[config.mk]
export PLATFORM = sky130hd
export DESIGN_NAME = ring_return_ctrl
export DESIGN_NICKNAME = d
export VERILOG_FILES = /design/src/rtl/rr_pkg.sv /design/src/rtl/rr_ring_lane.sv /design/src/rtl/rr_out_arb.sv /design/src/rtl/ring_return_ctrl.sv
export SDC_FILE = /design/constraint.sdc
export NUM_CORES = 1
export LEC_CHECK = 0
export BUFFER_PORTS_ARGS = -buffer_cell sky130_fd_sc_hd__buf_2
export CAP_MARGIN = 20
export CORE_MARGIN = 1.5
export CORE_UTILIZATION = 51
export CTS_CLUSTER_SIZE = 8
export DETAILED_ROUTE_END_ITERATION = 10
export GPL_TIMING_DRIVEN = 0
export PLACE_DENSITY = 0.75
export SYNTH_ARGS = -nofsm -noshare
export SYNTH_HDL_FRONTEND = slang
export SYNTH_SLANG_ARGS = --single-unit
export TNS_END_PERCENT = 10
[constraint.sdc]
create_clock -name clk_i -period 1.2 [get_ports clk_i]
set_input_delay 0.24 -clock clk_i [delete_from_list [all_inputs] [get_ports clk_i]]
set_output_delay 0.24 -clock clk_i [all_outputs]
set_load 0.02 [all_outputs]
[src/rtl/rr_pkg.sv]
package rr_pkg;
  localparam int DATA_W  = 64;
  localparam int BEAT_W  = DATA_W + 1;
  localparam int TID_W   = 3;
  localparam int EXC_W   = 2;
  localparam int N_RING  = 2;
  localparam int LOC_IDX = 0;
  localparam int FST_IDX = 1;

  // field positions inside a ring beat
  localparam int KIND_POS = DATA_W;
  localparam int VLD_POS  = DATA_W - 1;
  localparam int ACK_POS  = DATA_W - 2;
  localparam int RW_POS   = DATA_W - 5;
  localparam int TID_LSB  = DATA_W - 8;
  localparam int EXC_LSB  = DATA_W - 16;

  typedef struct packed {
    logic [TID_W-1:0] tid;
    logic             ack;
    logic             rw;
    logic [EXC_W-1:0] exc;
  } rr_ctl_t;

  typedef enum logic {SRC_LOCAL = 1'b0, SRC_FAST = 1'b1} rr_src_e;

  function automatic rr_ctl_t rr_decode(input logic [BEAT_W-1:0] b);
    rr_ctl_t c;
    c.tid = b[TID_LSB +: TID_W];
    c.ack = b[ACK_POS];
    c.rw  = b[RW_POS];
    c.exc = b[EXC_LSB +: EXC_W];
    return c;
  endfunction
endpackage

[src/rtl/rr_ring_lane.sv]
module rr_ring_lane
  import rr_pkg::*;
(
  input  logic              clk_i,
  input  logic              rst_ni,
  input  logic              clk_en_i,
  input  logic [BEAT_W-1:0] beat_i,
  input  logic              take_i,
  output logic              rdy_o,
  output logic [DATA_W-1:0] data_o,
  output rr_ctl_t           ctl_o
);
  logic [BEAT_W-1:0] s1_q;
  logic              pend_q;
  rr_ctl_t           ctl_hold_q;
  rr_ctl_t           ctl_q;
  logic [DATA_W-1:0] data_q;
  logic              rdy_q;
  logic              s1_is_ctl;
  logic              s1_is_data;
  logic              load;

  assign s1_is_ctl  = s1_q[KIND_POS] & s1_q[VLD_POS];
  assign s1_is_data = ~s1_q[KIND_POS];
  assign load       = clk_en_i & pend_q & s1_is_data;

  always_ff @(posedge clk_i or negedge rst_ni) begin
    if (!rst_ni) begin
      s1_q       <= '0;
      pend_q     <= 1'b0;
      ctl_hold_q <= '0;
    end else if (clk_en_i) begin
      s1_q   <= beat_i;
      pend_q <= s1_is_ctl;
      if (s1_is_ctl) ctl_hold_q <= rr_decode(s1_q);
    end
  end

  always_ff @(posedge clk_i or negedge rst_ni) begin
    if (!rst_ni) begin
      data_q <= '0;
      ctl_q  <= '0;
      rdy_q  <= 1'b0;
    end else begin
      if (load) begin
        data_q <= s1_q[DATA_W-1:0];
        ctl_q  <= ctl_hold_q;
      end
      rdy_q <= load | (rdy_q & ~take_i);
    end
  end

  assign rdy_o  = rdy_q;
  assign data_o = data_q;
  assign ctl_o  = ctl_q;


  no_overrun_chk: assert property (@(posedge clk_i) disable iff (!rst_ni)
    (rdy_q && !take_i) |-> !load);


  freeze_chk: assert property (@(posedge clk_i) disable iff (!rst_ni)
    !clk_en_i |=> ($stable(pend_q) && !$rose(rdy_q)));
endmodule

[src/rtl/rr_out_arb.sv]
module rr_out_arb
  import rr_pkg::*;
(
  input  logic              clk_i,
  input  logic              rst_ni,
  input  logic              rdy_fast_i,
  input  logic [DATA_W-1:0] data_fast_i,
  input  rr_ctl_t           ctl_fast_i,
  input  logic              rdy_local_i,
  input  logic [DATA_W-1:0] data_local_i,
  input  rr_ctl_t           ctl_local_i,
  output logic              take_fast_o,
  output logic              take_local_o,
  output logic              vld_o,
  output logic [DATA_W-1:0] data_o,
  output rr_ctl_t           ctl_o,
  output rr_src_e           src_o
);
  // fast ring wins; local waits at most one cycle
  assign take_fast_o  = rdy_fast_i;
  assign take_local_o = rdy_local_i & ~rdy_fast_i;

  always_ff @(posedge clk_i or negedge rst_ni) begin
    if (!rst_ni) begin
      vld_o  <= 1'b0;
      data_o <= '0;
      ctl_o  <= '0;
      src_o  <= SRC_LOCAL;
    end else begin
      vld_o <= take_fast_o | take_local_o;
      if (take_fast_o) begin
        data_o <= data_fast_i;
        ctl_o  <= ctl_fast_i;
        src_o  <= SRC_FAST;
      end else if (take_local_o) begin
        data_o <= data_local_i;
        ctl_o  <= ctl_local_i;
        src_o  <= SRC_LOCAL;
      end
    end
  end


  local_wait_chk: assert property (@(posedge clk_i) disable iff (!rst_ni)
    (rdy_fast_i && rdy_local_i) |=> (rdy_local_i && !rdy_fast_i));


  src_fast_chk: assert property (@(posedge clk_i) disable iff (!rst_ni)
    (vld_o && src_o == SRC_FAST) |-> $past(rdy_fast_i));


  deliver_chk: assert property (@(posedge clk_i) disable iff (!rst_ni)
    (rdy_fast_i || rdy_local_i) |=> vld_o);
endmodule

[src/rtl/ring_return_ctrl.sv]
module ring_return_ctrl
  import rr_pkg::*;
(
  input  logic              clk_i,
  input  logic              rst_ni,
  input  logic              clk_en_i,
  input  logic [BEAT_W-1:0] fast_beat_i,
  input  logic [BEAT_W-1:0] local_beat_i,
  output logic              res_vld_o,
  output logic [DATA_W-1:0] res_data_o,
  output logic [TID_W-1:0]  res_tid_o,
  output logic              res_ack_o,
  output logic              res_rw_o,
  output logic [EXC_W-1:0]  res_exc_o,
  output logic              res_src_o
);
  logic [BEAT_W-1:0] beat_a [N_RING];
  logic              rdy_a  [N_RING];
  logic              take_a [N_RING];
  logic [DATA_W-1:0] data_a [N_RING];
  rr_ctl_t           ctl_a  [N_RING];
  rr_ctl_t           res_ctl;
  rr_src_e           res_src;

  assign beat_a[LOC_IDX] = local_beat_i;
  assign beat_a[FST_IDX] = fast_beat_i;

  for (genvar g = 0; g < N_RING; g++) begin : g_lane
    rr_ring_lane u_lane (
      .clk_i    (clk_i),
      .rst_ni   (rst_ni),
      .clk_en_i (clk_en_i),
      .beat_i   (beat_a[g]),
      .take_i   (take_a[g]),
      .rdy_o    (rdy_a[g]),
      .data_o   (data_a[g]),
      .ctl_o    (ctl_a[g])
    );
  end

  rr_out_arb u_arb (
    .clk_i        (clk_i),
    .rst_ni       (rst_ni),
    .rdy_fast_i   (rdy_a[FST_IDX]),
    .data_fast_i  (data_a[FST_IDX]),
    .ctl_fast_i   (ctl_a[FST_IDX]),
    .rdy_local_i  (rdy_a[LOC_IDX]),
    .data_local_i (data_a[LOC_IDX]),
    .ctl_local_i  (ctl_a[LOC_IDX]),
    .take_fast_o  (take_a[FST_IDX]),
    .take_local_o (take_a[LOC_IDX]),
    .vld_o        (res_vld_o),
    .data_o       (res_data_o),
    .ctl_o        (res_ctl),
    .src_o        (res_src)
  );

  assign res_tid_o = res_ctl.tid;
  assign res_ack_o = res_ctl.ack;
  assign res_rw_o  = res_ctl.rw;
  assign res_exc_o = res_ctl.exc;
  assign res_src_o = res_src;


  reset_quiet_chk: assert property (@(posedge clk_i) disable iff (!rst_ni)
    $rose(rst_ni) |-> !res_vld_o);
endmodule

# After elaboration in Yosys (flattened, before gate mapping)
# Index checks and enable logic that the tools add are counted.
op_classes:
  addsub: 0
  multipliers: 0
  n_div: 0
  magnitude_cmp: 0
  n_eq_ne: 0
  n_shift: 0
  muxes: 6
  bitwise_logic: 14
  n_reduce_logical: 3
op_table:
  columns: ["operator", "n"]
  rows:
  - ["$mux 64", 2]
  - ["$mux 7", 2]
  - ["$and 1x1->1", 8]
  - ["$not 1->1", 4]
  - ["$reduce_and 2->1", 2]
  - ["$mux 1", 2]
  - ["$or 1x1->1", 2]
  - ["$reduce_bool 2->1", 1]
totals:
  reg_bits: 363
  latch_bits: 0
  mem_bits_rw: 0
  rom_bits: 0
  input_bits: 133
  out_inout_bits: 73
  wordCells: 54
  mem_count: 0

# Depth between registers and ports, before layout
logic_depth:
  ltp_word: 5
  depth_mapped: 5
  mapped_depth_nobuf: 2

# Cells and area by module
# Synthesis repeated with hierarchy kept, for this count alone.
unflattened:
  cells_unflattened: 935
  hier_area_um2: 14732.9
modules_own_cells:
  columns: ["mod", "instances", "cells_each", "area_per_inst_um2", "seq_area_each_um2"]
  rows:
  - ["rr_ring_lane", 2, 310, 5676.7, 3628.5]
  - ["rr_out_arb", 1, 315, 3379.5, 1826.8]

# Worst setup path before layout
# OpenSTA, ideal clock, no wires.
synth_timing:
  kind: "input-to-reg"
  startpoint: "in clk_en_i"
  endpoint: "reg g_lane[1].u_lane.ctl_q, in the netlist g_lane[1].u_lane.ctl_o[0]"
  setup_time_ns: 0.125
  arrival_ns: 1.095
  required_ns: 1.075
  slack_ns: -0.019
  path_stages: 5
  n_path_buf: 3
  path_cell_list: "buf_4 -> nand3b_1 -> buf_4 -> buf_6 -> mux2_2"
synth_between:
  elab_chain_len: 2
synth_lines:
  columns: ["item", "line", "text"]
  rows:
  - ["start: declaration", "ring_return_ctrl.sv:6", "input logic clk_en_i,"]
  - ["$and 1x1->1 (2 in series)", "rr_ring_lane.sv:25", "assign load = clk_en_i & pend_q & s1_is_data;"]
  - ["end signal: assignment", "rr_ring_lane.sv:47", "ctl_q <= ctl_hold_q;"]
  - ["end: declaration", "rr_ring_lane.sv:16", "rr_ctl_t ctl_q;"]
# Every way passes these cells.
# A chain may end at the register's enable or synchronous reset.

# Final worst setup path
layout_timing:
  startpoint: "reg g_lane[1].u_lane.s1_q[64]"
  endpoint: "reg g_lane[1].u_lane.data_q[13]"
layout_between:
  elab_chain_len: 2
layout_lines:
  columns: ["item", "line", "text"]
  rows:
  - ["start: declaration", "rr_ring_lane.sv:13", "logic [BEAT_W-1:0] s1_q;"]
  - ["start signal: assignment", "rr_ring_lane.sv:33", "s1_q <= beat_i;"]
  - ["$not 1->1", "rr_ring_lane.sv:24", "assign s1_is_data = ~s1_q[KIND_POS];"]
  - ["$and 1x1->1", "rr_ring_lane.sv:25", null]
  - ["end signal: assignment", "rr_ring_lane.sv:46", "data_q <= s1_q[DATA_W-1:0];"]
  - ["end: declaration", "rr_ring_lane.sv:17", "logic [DATA_W-1:0] data_q;"]
# Every way passes these cells.

==> impl_metrics.ini <==
[sta]
rsz0062_at_grt = yes
clock.fmax_mhz = 731
worst_slack_ns = -0.168
tightest_slew_ns = 0.632
finalCritPeriodShare = 1.14
layout_min_cycle_time_ns = 1.37
slew_viol_final = 0
slew_headroom = 0.579
fin_skew_ns = 0.0202
final-hold-violation-count = 50
final-setup-viol-count = 223
whs_ns = -0.383

[synth]
synth_edf_count = 0
synth_ff_type = dfrtp_1
synthCells = 931
ys.warnings.count = 0
ys_ff_latch = 363
async_flop_share = 1.00
seq_area_frac_synth = 0.645
synth.distinct_cells = 14
syn_avg_cell_area_sq_um = 15.1
syn-num-nets = 1064
syn_area_sq_um = 14100

[power_and_ir_drop]
power_density_nw_per_um2 = 2090
power_frac_seq = 0.463
intPower_mw = 28.6
p_comb_frac = 0.225
p_leak_nw = 8.50
p_switching_mw = 11.0
ir_worst_vdd_mv = 1.55
power_switching_share = 0.279
power.share.clock = 0.312

[floorplan]
core.rowCount = 60
fp.coreArea_sq_um = 27000
ioPinCount = 206
initial_core_util = 0.521
chipWidth_um = 169
die_h_um = 169
die_area_sq_um = 28600

[clock_tree]
postCtsHoldBufs = 130
h-tree-depth = 2
numClockSinks = 363
cts_max_path_buffers = 3
cts_made_buffers = 51
clock-root-buffer = clkbuf_16
cts_tree = built
clkLatencyLatePin_ns = 0.54
cts.reportedPaths.clkPinSlew_ns = 0.05

[placement]
placed_area_sq_um = 15600
detailedPlace.worstSlack_ns = -0.592
hpwl_mm = 19.7
place_congestion = 0.756
numPortBuffers = 204

[final_layout]
areaGrowthSynthToFinish_pct = 34.6
layout.cells.most_common = dfrtp_1
final_cell_mix = dfrtp_1, mux2_2, buf_2
finalInstanceArea_sq_um = 18900
fin_nets = 1466
utilization = 0.701
layout-drive-gt1-share = 0.463
num_antenna_cells = 0

[setup_path]
worst_r2r_startpoint = g_lane[1].u_lane.s1_q[64]$_DFFE_PN0P_
worstPathArrival_ns = 1.78
reg2reg_slack_ns = -0.17
cp_max_fo = 10
critPathKind = reg2reg
end_kind = flip-flop
r2r.worst_path.cells = 4
r2r_end = g_lane[1].u_lane.data_o[13]$_DFFE_PN0P_
worstPathRequired_ns = 1.61
startpoint_type = flip-flop
critPathLaunch = g_lane[1].u_lane.s1_q[64]$_DFFE_PN0P_
cp-endpoint = g_lane[1].u_lane.data_o[13]$_DFFE_PN0P_

[drt]
drc = 0
final_antenna_net_count = 0
viasPerCell = 5.26
drtPass1Iterations = 4
drtIter0Drc = 326
wl_per_cell_um = 19.4
via_count = 8813
routed_wirelength_mm = 32.5

[global_routing]
first_global_vias = 9576
antenna_found_initial = 0
grt_pass1_wl_mm = 51.3
grt_max_degree = 125
grt_usage = 0.230
grt-ovfl-total = 0

[run_status]
violations = negative hold slack, negative setup slack
status = finished, violations left

[min_path]
hold_class = in2async

[job]
maxCapViolCount = 0
## metal layers
layer,wire (um),part of all wire,vias to the layer above,GRT usage
met5,0,0,-,0
met4,802,0.025,0,0.0758
met3,1190,0.037,66,0.0378
met2,16300,0.50,195,0.393
met1,14200,0.44,4512,0.302
li1,-,-,4040,-
## stage by stage
step                      TNS [ns]  cells  power (mW)
after CTS                   -29.93   1674        39.6
after floorplan              -1.11    931        23.0
after global routing        -38.41   1677        41.6
after detailed placement   -120.51   1479        26.1
final                       -27.18   1677        39.6
after global placement    -2614.79   1476        25.6
## cells by family (layout without fill, tap and decap cells)
group | after synthesis | in the layout | share of synthesized area
and+or+nand+nor | 78 | 78 | 0.0224
buffers and inverters | 59 | 464 | 0.0269
muxes | 357 | 357 | 0.279
DFF | 363 | 363 | 0.645
AOI/OAI and AO/OA | 74 | 74 | 0.0265
## power groups by stage
stage | sequential [mW] | combinational (mW) | clock [mW]
CTS | 18.2 | 8.68 | 12.6
floorplan | 19.2 | 3.84 | 0
global route | 18.8 | 9.61 | 13.2
finish | 18.3 | 8.89 | 12.4
global placement | 18.2 | 7.43 | 0
detailed placement | 18.3 | 7.77 | 0
## flip-flops by register name, summed over array words and instances (netlist names)
signal                    flops
g_lane.u_lane.ctl_hold_q     14
g_lane.u_lane.ctl_o          14
g_lane.u_lane.data_o        128
g_lane.u_lane.pend_q          2
g_lane.u_lane.rdy_o           2
g_lane.u_lane.s1_q          130
u_arb.ctl_o                   7
u_arb.data_o                 64
u_arb.src_o                   1
u_arb.vld_o                   1
## worst max-delay path: stages, from the launching register on
cell and delay [ns]:
dfrtp_1 0.37, nand3b_1 0.17, buf_12 0.20, buf_8 0.16, mux2_2 0.34
## cell type report
class,instances,area [sq um]
clock buffer,52,1280
inverter,4,15.0
multi-input combinational,509,4640
fill,1765,8080
timing repair buffer,349,2770
sequential,363,9080
tap,341,427
clock inverter,4,56.3
buffer,55,678
## worst min path at each step
stage                                                  startpoint                                    endpoint  slack, ns  depth (start not counted)
after floorplan                                            rst_ni  g_lane[0].u_lane.ctl_hold_q[0]$_DFFE_PN0P_      -0.06                          0
after global placement    g_lane[1].u_lane.data_o[46]$_DFFE_PN0P_                u_arb.data_o[46]$_DFFE_PN0P_       0.46                          2
after detailed placement                                   rst_ni        g_lane[0].u_lane.s1_q[2]$_DFFE_PN0P_       0.19                          1
after CTS                                                  rst_ni        g_lane[0].u_lane.s1_q[2]$_DFFE_PN0P_      -0.39                          1
after global routing                                       rst_ni        g_lane[0].u_lane.s1_q[2]$_DFFE_PN0P_      -0.37                          1
final                                                      rst_ni        g_lane[0].u_lane.s1_q[2]$_DFFE_PN0P_      -0.38                          1
## synthesized netlist by cell type, types with 2 or more instances
master | instances | area [sq um]
dfrtp_1 | 363 | 9080
mux2_2 | 286 | 3220
nand2_1 | 73 | 274
o21ai_0 | 73 | 365
mux2i_1 | 71 | 711
buf_2 | 21 | 105
buf_6 | 14 | 158
clkbuf_1 | 13 | 48.8
buf_4 | 7 | 52.6
inv_1 | 4 | 15.0
nand3_2 | 2 | 20.0
nand3b_1 | 2 | 15.0
## what timing repair did
item                                   CTS  global route
cloned                                   2             1
setup buffers                            7             2
pin swaps                                2             4
endpoints found under the hold margin  180            50
setup endpoints to repair              287           266
gates resized for setup                133            53
No activity file was read; power rests on OpenSTA's default activity.
